[src/rtl/tmr_pkg.sv]
package tmr_pkg;
  localparam int REG_AW = 8;

  localparam logic [REG_AW-1:0] OFS_CTRL = 8'h00;
  localparam logic [REG_AW-1:0] OFS_PRE  = 8'h04;
  localparam logic [REG_AW-1:0] OFS_STAT = 8'h08;
  localparam logic [REG_AW-1:0] OFS_IEN  = 8'h0C;
  localparam logic [REG_AW-1:0] OFS_CMP  = 8'h10;
  localparam logic [REG_AW-1:0] OFS_CNT  = 8'h24;

  // control field positions
  localparam int CB_EN    = 0;
  localparam int CB_WAIT  = 3;
  localparam int CB_SRC_L = 6;
  localparam int CB_FREE  = 9;
  localparam int CB_OSCEN = 10;
  localparam logic [31:0] CTRL_MASK = 32'h0000_07C9;
  localparam logic [31:0] PRE_MASK  = 32'h0000_FFFF;

  typedef enum logic [2:0] {
    SRC_NONE = 3'd0,
    SRC_BUS  = 3'd1,
    SRC_PER  = 3'd2,
    SRC_OSC  = 3'd5
  } src_code_e;

  // value the counter takes on an advance
  function automatic logic [31:0] step_count(input logic [31:0] cur,
                                             input logic [31:0] cmp,
                                             input logic        free_run);
    if (!free_run && (cur == cmp)) step_count = 32'd0;
    else                          step_count = cur + 32'd1;
  endfunction

  // a divider phase reaches its terminal value
  function automatic logic phase_done(input int unsigned phase,
                                      input int unsigned limit);
    phase_done = (phase >= limit);
  endfunction
endpackage

[src/rtl/tmr_src_sel.sv]
module tmr_src_sel
  import tmr_pkg::*;
#(
  parameter int OPRE_W = 4
) (
  input  logic              clk,
  input  logic              rst_n,
  input  logic              clr,
  input  logic              run,
  input  logic [2:0]        src_sel,
  input  logic              osc_en,
  input  logic [OPRE_W-1:0] osc_div,
  input  logic              bus_tick,
  input  logic              per_tick,
  input  logic              osc_tick,
  output logic              osc_pulse,
  output logic              src_tick
);
  logic [OPRE_W-1:0] osc_ph_q;
  logic              osc_live;

  assign osc_live  = run & osc_en & osc_tick;
  assign osc_pulse = osc_live & phase_done(32'(osc_ph_q), 32'(osc_div));

  always_ff @(posedge clk or negedge rst_n) begin
    if (!rst_n)        osc_ph_q <= '0;
    else if (clr)      osc_ph_q <= '0;
    else if (osc_live) osc_ph_q <= osc_pulse ? '0 : osc_ph_q + 1'b1;
  end

  always_comb begin
    unique case (src_sel)
      SRC_BUS: src_tick = bus_tick;
      SRC_PER: src_tick = per_tick;
      SRC_OSC: src_tick = osc_pulse;
      default: src_tick = 1'b0;
    endcase
  end
endmodule

[src/rtl/tmr_prescaler.sv]
module tmr_prescaler
  import tmr_pkg::*;
#(
  parameter int PW = 12
) (
  input  logic          clk,
  input  logic          rst_n,
  input  logic          clr,
  input  logic          run,
  input  logic          tick_in,
  input  logic [PW-1:0] limit,
  output logic          adv
);
  logic [PW-1:0] ph_q;
  logic          live;

  assign live = run & tick_in;
  assign adv  = live & phase_done(32'(ph_q), 32'(limit));

  always_ff @(posedge clk or negedge rst_n) begin
    if (!rst_n)    ph_q <= '0;
    else if (clr)  ph_q <= '0;
    else if (live) ph_q <= adv ? '0 : ph_q + 1'b1;
  end
endmodule

[src/rtl/tmr_counter.sv]
module tmr_counter
  import tmr_pkg::*;
#(
  parameter int CW = 32
) (
  input  logic          clk,
  input  logic          rst_n,
  input  logic          clr,
  input  logic          adv,
  input  logic          free_run,
  input  logic [CW-1:0] cmp,
  output logic [CW-1:0] cnt,
  output logic          hit
);
  logic [CW-1:0] nxt;

  assign nxt = CW'(step_count(32'(cnt), 32'(cmp), free_run));
  assign hit = adv & ~clr & (nxt == cmp);

  always_ff @(posedge clk or negedge rst_n) begin
    if (!rst_n)   cnt <= '0;
    else if (clr) cnt <= '0;
    else if (adv) cnt <= nxt;
  end
endmodule

[src/rtl/tmr_regs.sv]
module tmr_regs
  import tmr_pkg::*;
#(
  parameter int AW = 8,
  parameter int DW = 32,
  parameter int CW = 32
) (
  input  logic          clk,
  input  logic          rst_n,
  input  logic [AW-1:0] bus_addr,
  input  logic          bus_we,
  input  logic [DW-1:0] bus_wdata,
  output logic [DW-1:0] bus_rdata,
  input  logic [CW-1:0] cnt,
  input  logic          hit,
  output logic [DW-1:0] ctrl_q,
  output logic [DW-1:0] pre_q,
  output logic [CW-1:0] cmp_q,
  output logic          ien_q,
  output logic          flag_q,
  output logic          w1c_evt
);
  logic wr_ctrl, wr_pre, wr_ien, wr_cmp;

  assign wr_ctrl = bus_we && (bus_addr == OFS_CTRL);
  assign wr_pre  = bus_we && (bus_addr == OFS_PRE);
  assign wr_ien  = bus_we && (bus_addr == OFS_IEN);
  assign wr_cmp  = bus_we && (bus_addr == OFS_CMP);
  assign w1c_evt = bus_we && (bus_addr == OFS_STAT) && bus_wdata[0];

  always_ff @(posedge clk or negedge rst_n) begin
    if (!rst_n) begin
      ctrl_q <= '0;
      pre_q  <= '0;
      cmp_q  <= '0;
      ien_q  <= 1'b0;
      flag_q <= 1'b0;
    end else begin
      if (wr_ctrl) ctrl_q <= bus_wdata & CTRL_MASK;
      if (wr_pre)  pre_q  <= bus_wdata & PRE_MASK;
      if (wr_cmp)  cmp_q  <= bus_wdata[CW-1:0];
      if (wr_ien)  ien_q  <= bus_wdata[0];
      // a new match outranks a same-cycle clear
      flag_q <= hit | (flag_q & ~w1c_evt);
    end
  end

  always_comb begin
    unique case (bus_addr)
      OFS_CTRL: bus_rdata = ctrl_q;
      OFS_PRE:  bus_rdata = pre_q;
      OFS_STAT: bus_rdata = DW'(flag_q);
      OFS_IEN:  bus_rdata = DW'(ien_q);
      OFS_CMP:  bus_rdata = DW'(cmp_q);
      OFS_CNT:  bus_rdata = DW'(cnt);
      default:  bus_rdata = '0;
    endcase
  end
endmodule

[src/rtl/tick_compare_timer.sv]
module tick_compare_timer
  import tmr_pkg::*;
#(
  parameter int CNT_W  = 32,
  parameter int MPRE_W = 12,
  parameter int OPRE_W = 4
) (
  input  logic        clk,
  input  logic        rst_n,
  input  logic        bus_tick,
  input  logic        per_tick,
  input  logic        osc_tick,
  input  logic        cpu_wait,
  input  logic [7:0]  bus_addr,
  input  logic        bus_we,
  input  logic [31:0] bus_wdata,
  output logic [31:0] bus_rdata,
  output logic        irq
);
  localparam int OPRE_L = MPRE_W;
  localparam int OPRE_H = MPRE_W + OPRE_W - 1;

  logic [31:0]       ctrl_q, pre_q;
  logic [CNT_W-1:0]  cmp_q, cnt;
  logic              ien_q, stat_flag, w1c_evt;
  logic              ctrl_en, wait_run, free_run, osc_en, run, clr;
  logic [2:0]        src_sel;
  logic              osc_pulse, src_tick, adv, hit;

  assign ctrl_en  = ctrl_q[CB_EN];
  assign wait_run = ctrl_q[CB_WAIT];
  assign free_run = ctrl_q[CB_FREE];
  assign osc_en   = ctrl_q[CB_OSCEN];
  assign src_sel  = ctrl_q[CB_SRC_L +: 3];
  assign clr      = ~ctrl_en;
  assign run      = ctrl_en & ~(cpu_wait & ~wait_run);

  tmr_regs #(.AW(8), .DW(32), .CW(CNT_W)) u_regs (
    .clk(clk), .rst_n(rst_n),
    .bus_addr(bus_addr), .bus_we(bus_we), .bus_wdata(bus_wdata),
    .bus_rdata(bus_rdata), .cnt(cnt), .hit(hit),
    .ctrl_q(ctrl_q), .pre_q(pre_q), .cmp_q(cmp_q), .ien_q(ien_q),
    .flag_q(stat_flag), .w1c_evt(w1c_evt)
  );

  tmr_src_sel #(.OPRE_W(OPRE_W)) u_src (
    .clk(clk), .rst_n(rst_n), .clr(clr), .run(run),
    .src_sel(src_sel), .osc_en(osc_en), .osc_div(pre_q[OPRE_H:OPRE_L]),
    .bus_tick(bus_tick), .per_tick(per_tick), .osc_tick(osc_tick),
    .osc_pulse(osc_pulse), .src_tick(src_tick)
  );

  tmr_prescaler #(.PW(MPRE_W)) u_pre (
    .clk(clk), .rst_n(rst_n), .clr(clr), .run(run),
    .tick_in(src_tick), .limit(pre_q[MPRE_W-1:0]), .adv(adv)
  );

  tmr_counter #(.CW(CNT_W)) u_cnt (
    .clk(clk), .rst_n(rst_n), .clr(clr), .adv(adv),
    .free_run(free_run), .cmp(cmp_q), .cnt(cnt), .hit(hit)
  );

  assign irq = stat_flag & ien_q;
endmodule

[config.mk]
export PLATFORM = sky130hd
export DESIGN_NAME = tick_compare_timer
export DESIGN_NICKNAME = d
export VERILOG_FILES = /design/src/rtl/tmr_pkg.sv /design/src/rtl/tmr_src_sel.sv /design/src/rtl/tmr_prescaler.sv /design/src/rtl/tmr_counter.sv /design/src/rtl/tmr_regs.sv /design/src/rtl/tick_compare_timer.sv
export SDC_FILE = /design/constraint.sdc
export NUM_CORES = 1
export LEC_CHECK = 0
export ABC_AREA = 1
export ABC_CLOCK_PERIOD_IN_PS = 4400
export CAP_MARGIN = 20
export CORE_ASPECT_RATIO = 2
export CORE_MARGIN = 2
export CORE_UTILIZATION = 31
export CTS_BUF_LIST = sky130_fd_sc_hd__clkbuf_8 sky130_fd_sc_hd__clkbuf_16
export DETAILED_ROUTE_END_ITERATION = 7
export GPL_ROUTABILITY_DRIVEN = 0
export PLACE_DENSITY = 0.46
export SLEW_MARGIN = 10
export SYNTH_ARGS = -nofsm -noshare
export SYNTH_HDL_FRONTEND = slang
export SYNTH_SLANG_ARGS = --single-unit
[constraint.sdc]
create_clock -name clk -period 4.4 [get_ports clk]
set_clock_uncertainty 0.15 [all_clocks]
set_input_delay 0.66 -clock clk [delete_from_list [all_inputs] [get_ports clk]]
set_output_delay 0.66 -clock clk [all_outputs]
set_load 0.1 [all_outputs]
==> results.sh <==
export IMPL_outcome="finished clean"
export IMPL_ys_types=35
export IMPL_vias=6898
export IMPL_met2_usage=0.408
export IMPL_yosysSeqAreaShare=0.375
export IMPL_cts_buffer_depth=2
export IMPL_grt_util_met1=0.219
export IMPL_grt_antenna_before_repair=0
export IMPL_top_usage_layer="met2"
export IMPL_area_growth_pct=24.9
export IMPL_final_antenna_net_count=0
export IMPL_hold_path_class="in2async"
export IMPL_grt_start_max_net_pins=65
export IMPL_h_tree_depth=3
export IMPL_gr_usage_met3=0.0211
export IMPL_drt_total_wl_mm=23.8
export IMPL_fp_dieW_um=110
export IMPL_dpl_hpwl_mm=18.3
export IMPL_drc=0
export IMPL_synth_cells=1037
export IMPL_track_usage=0.210
export IMPL_grt_first_pass_wirelength_mm=37.6
export IMPL_cap_viol_max_count=0
export IMPL_cp_start_kind="primary input"
export IMPL_async_flop_share=1.00
export IMPL_leakage_uw=0.00394
export IMPL_cts_tree="built"
export IMPL_portBuffers=79
export IMPL_peakVddDrop_v=0.000198
export IMPL_slew_viol_final=0
export IMPL_hold_violations=0
export IMPL_pwr_density_cell_mw_per_mm2=245
export IMPL_core_area_mm2=0.0222
export IMPL_grt_pass1_vias=7073
export IMPL_firstDrtPassIters=7
export IMPL_syn_nets=1103
export IMPL_cts_buffers=9
export IMPL_avgSynthCellArea_um2=6.76
export IMPL_diodes=0
export IMPL_fin_nets=1174
export IMPL_ys_warn_count=0
export IMPL_synth_ff_type="dfrtp_1"
export IMPL_cts_root_buffer="clkbuf_16"
export IMPL_relSlewSlack=0.340
export IMPL_initial_utilization=0.316
export IMPL_crit_fanout=23
export IMPL_worstPathArrival_ns=2.71
export IMPL_endpoint_kind="output pin"
export IMPL_synth_edff_count=0
export IMPL_ctsHoldBuffers=0
export IMPL_num_io_pins=80
export IMPL_gr_total_overflow=0
export IMPL_fin_util=0.395
export IMPL_setup_violations=0
export IMPL_avgRoutedWirePerCell_um=17.1
export IMPL_clock_sinks=105
export IMPL_period_share=0.800
export IMPL_first_iter_violations=381
export IMPL_required_ns=3.59
export IMPL_path_class="in2out"
export IMPL_syn_area_mm2=0.00701
export IMPL_dieHeight_um=217
export IMPL_die_area_mm2=0.0239
export IMPL_viasPerCell=4.97
export IMPL_drive_above_1_share=0.0755
export IMPL_rsz0062_at_grt="no"
export IMPL_clk_pin_slew_ns=0.07
export IMPL_timing_hold_ws_ns=0.216
export IMPL_period_minus_slack_ns=3.52
export IMPL_cts_resized=0
export IMPL_rows=77
export IMPL_postCtsSetupBuffers=0
export IMPL_fmax_mhz=284
export IMPL_clock_latency_ns=0.37
export IMPL_tightest_slew_ns=0.987
export IMPL_ys_ff_latch=105
cells in the mapped netlist (2+ instances only):
library cell  number  area share
a31oi_1            3      0.0027
o22ai_1           56       0.050
buf_4              2      0.0021
o221ai_1           9       0.011
xnor2_1            6      0.0075
nand3_1           65       0.046
nand2_1          317        0.17
xor2_1            21       0.026
dfrtp_1          105        0.37
o2111ai_1          2      0.0025
o21ai_1            2      0.0014
clkbuf_1          17      0.0091
ha_1              19       0.034
nor2_1            86       0.046
nand3_2            2      0.0029
nor2_4             2      0.0032
inv_1            155       0.083
a21oi_1           36       0.026
nor3_1            15       0.011
buf_2              8      0.0057
buf_1              2      0.0011
nand2_2            2      0.0018
o21ai_0           63       0.045
inv_2              9      0.0048
nor3_2             3      0.0043
nand4_1           17       0.015
nor2_2             5      0.0045
path summary, 6_finish.rpt:
check                      slack [ns]        startpoint           endpoint  cells after the start
setup reg to reg                 1.45      u_cnt.cnt[1]      u_regs.flag_q                     17
max in group asynchronous        2.99             rst_n      u_pre.ph_q[1]                      2
setup / recovery                 0.88       bus_addr[1]       bus_rdata[8]                     10
min in group clk                 0.34  u_regs.ctrl_q[9]   u_regs.ctrl_q[9]                      2
hold / removal                   0.22             rst_n  u_src.osc_ph_q[1]                      1
hold reg to reg                  0.34  u_regs.ctrl_q[9]   u_regs.ctrl_q[9]                      2
routing by layer:
metal / vias to the layer above / share of wire
li1: 3504 / -
met5: - / 0
met1: 3204 / 0.36
met3: 37 / 0.029
met4: 0 / 0.032
met2: 153 / 0.57
state kept, by name, summed over array words and instances, names as in the netlist:
register,cells
u_pre.ph_q,12
u_regs.cmp_q,32
u_regs.ien_q,1
u_src.osc_ph_q,4
u_regs.flag_q,1
u_regs.ctrl_q,7
u_cnt.cnt,32
u_regs.pre_q,16
metrics by stage:
stage | cells | cell area [µm²] | setup TNS, ns | worst slack, ns | total power, µW
4_1_cts | 1389 | 8760 | 0 | 0.830 | 2170
3_5_place_dp | 1373 | 8430 | 0 | 0.861 | 1250
2_1_floorplan | 1037 | 7010 | -0.0753 | -0.0151 | 1130
5_1_grt | 1389 | 8760 | 0 | 0.589 | 2240
3_3_place_gp | 1373 | 8430 | 0 | 0.858 | 1250
6_report | 1389 | 8760 | 0 | 0.878 | 2150
report_power, final:
group	switching, µW	internal [µW]	leakage, µW	total [µW]
logic	123	84.7	0.00240	207
clock network	397	529	0.000159	925
registers	25.3	989	0.00138	1010
total	545	1600	0.00394	2150
critical path: stages:
cell	delay, ns
clkdlybuf4s50_1	0.39
nor2_1	0.13
inv_1	0.07
nor2_1	0.19
nand2_1	0.34
buf_12	0.29
o22ai_1	0.18
a21oi_1	0.06
o21ai_0	0.15
buf_12	0.22
cell type report:
class,count,area (µm²)
Fill cell,2379,13400
Multi-Input combinational cell,737,3630
Sequential cell,105,2630
Timing Repair Buffer,90,1200
Inverter,165,619
Tap cell,276,345
Clock buffer,11,253
Clock inverter,5,78.8
layout by cell type (no fill, tap or decap), types with 11 or more instances in the layout:
cell type / synthesis / final
a21oi_1: 36 / 36
inv_1: 155 / 156
nor3_1: 15 / 14
o21ai_0: 63 / 63
buf_4: 2 / 11
nand2_1: 317 / 317
nand3_1: 65 / 65
o22ai_1: 56 / 56
ha_1: 19 / 19
nor2_1: 86 / 86
buf_12: 0 / 33
clkdlybuf4s50_1: 0 / 46
xor2_1: 21 / 21
nand4_1: 17 / 17
dfrtp_1: 105 / 105
kinds of logic (layout without fill, tap and decap cells):
logic type      Yosys count  after routing  share of synthesized area
simple gates            518            518                      0.309
buf+inv                 195            271                      0.108
compound gates          173            173                      0.141
flops                   105            105                      0.375
xor+xnor                 27             27                     0.0337
fa+ha+maj                19             19                     0.0339
(Power assumes the default switching activity.)
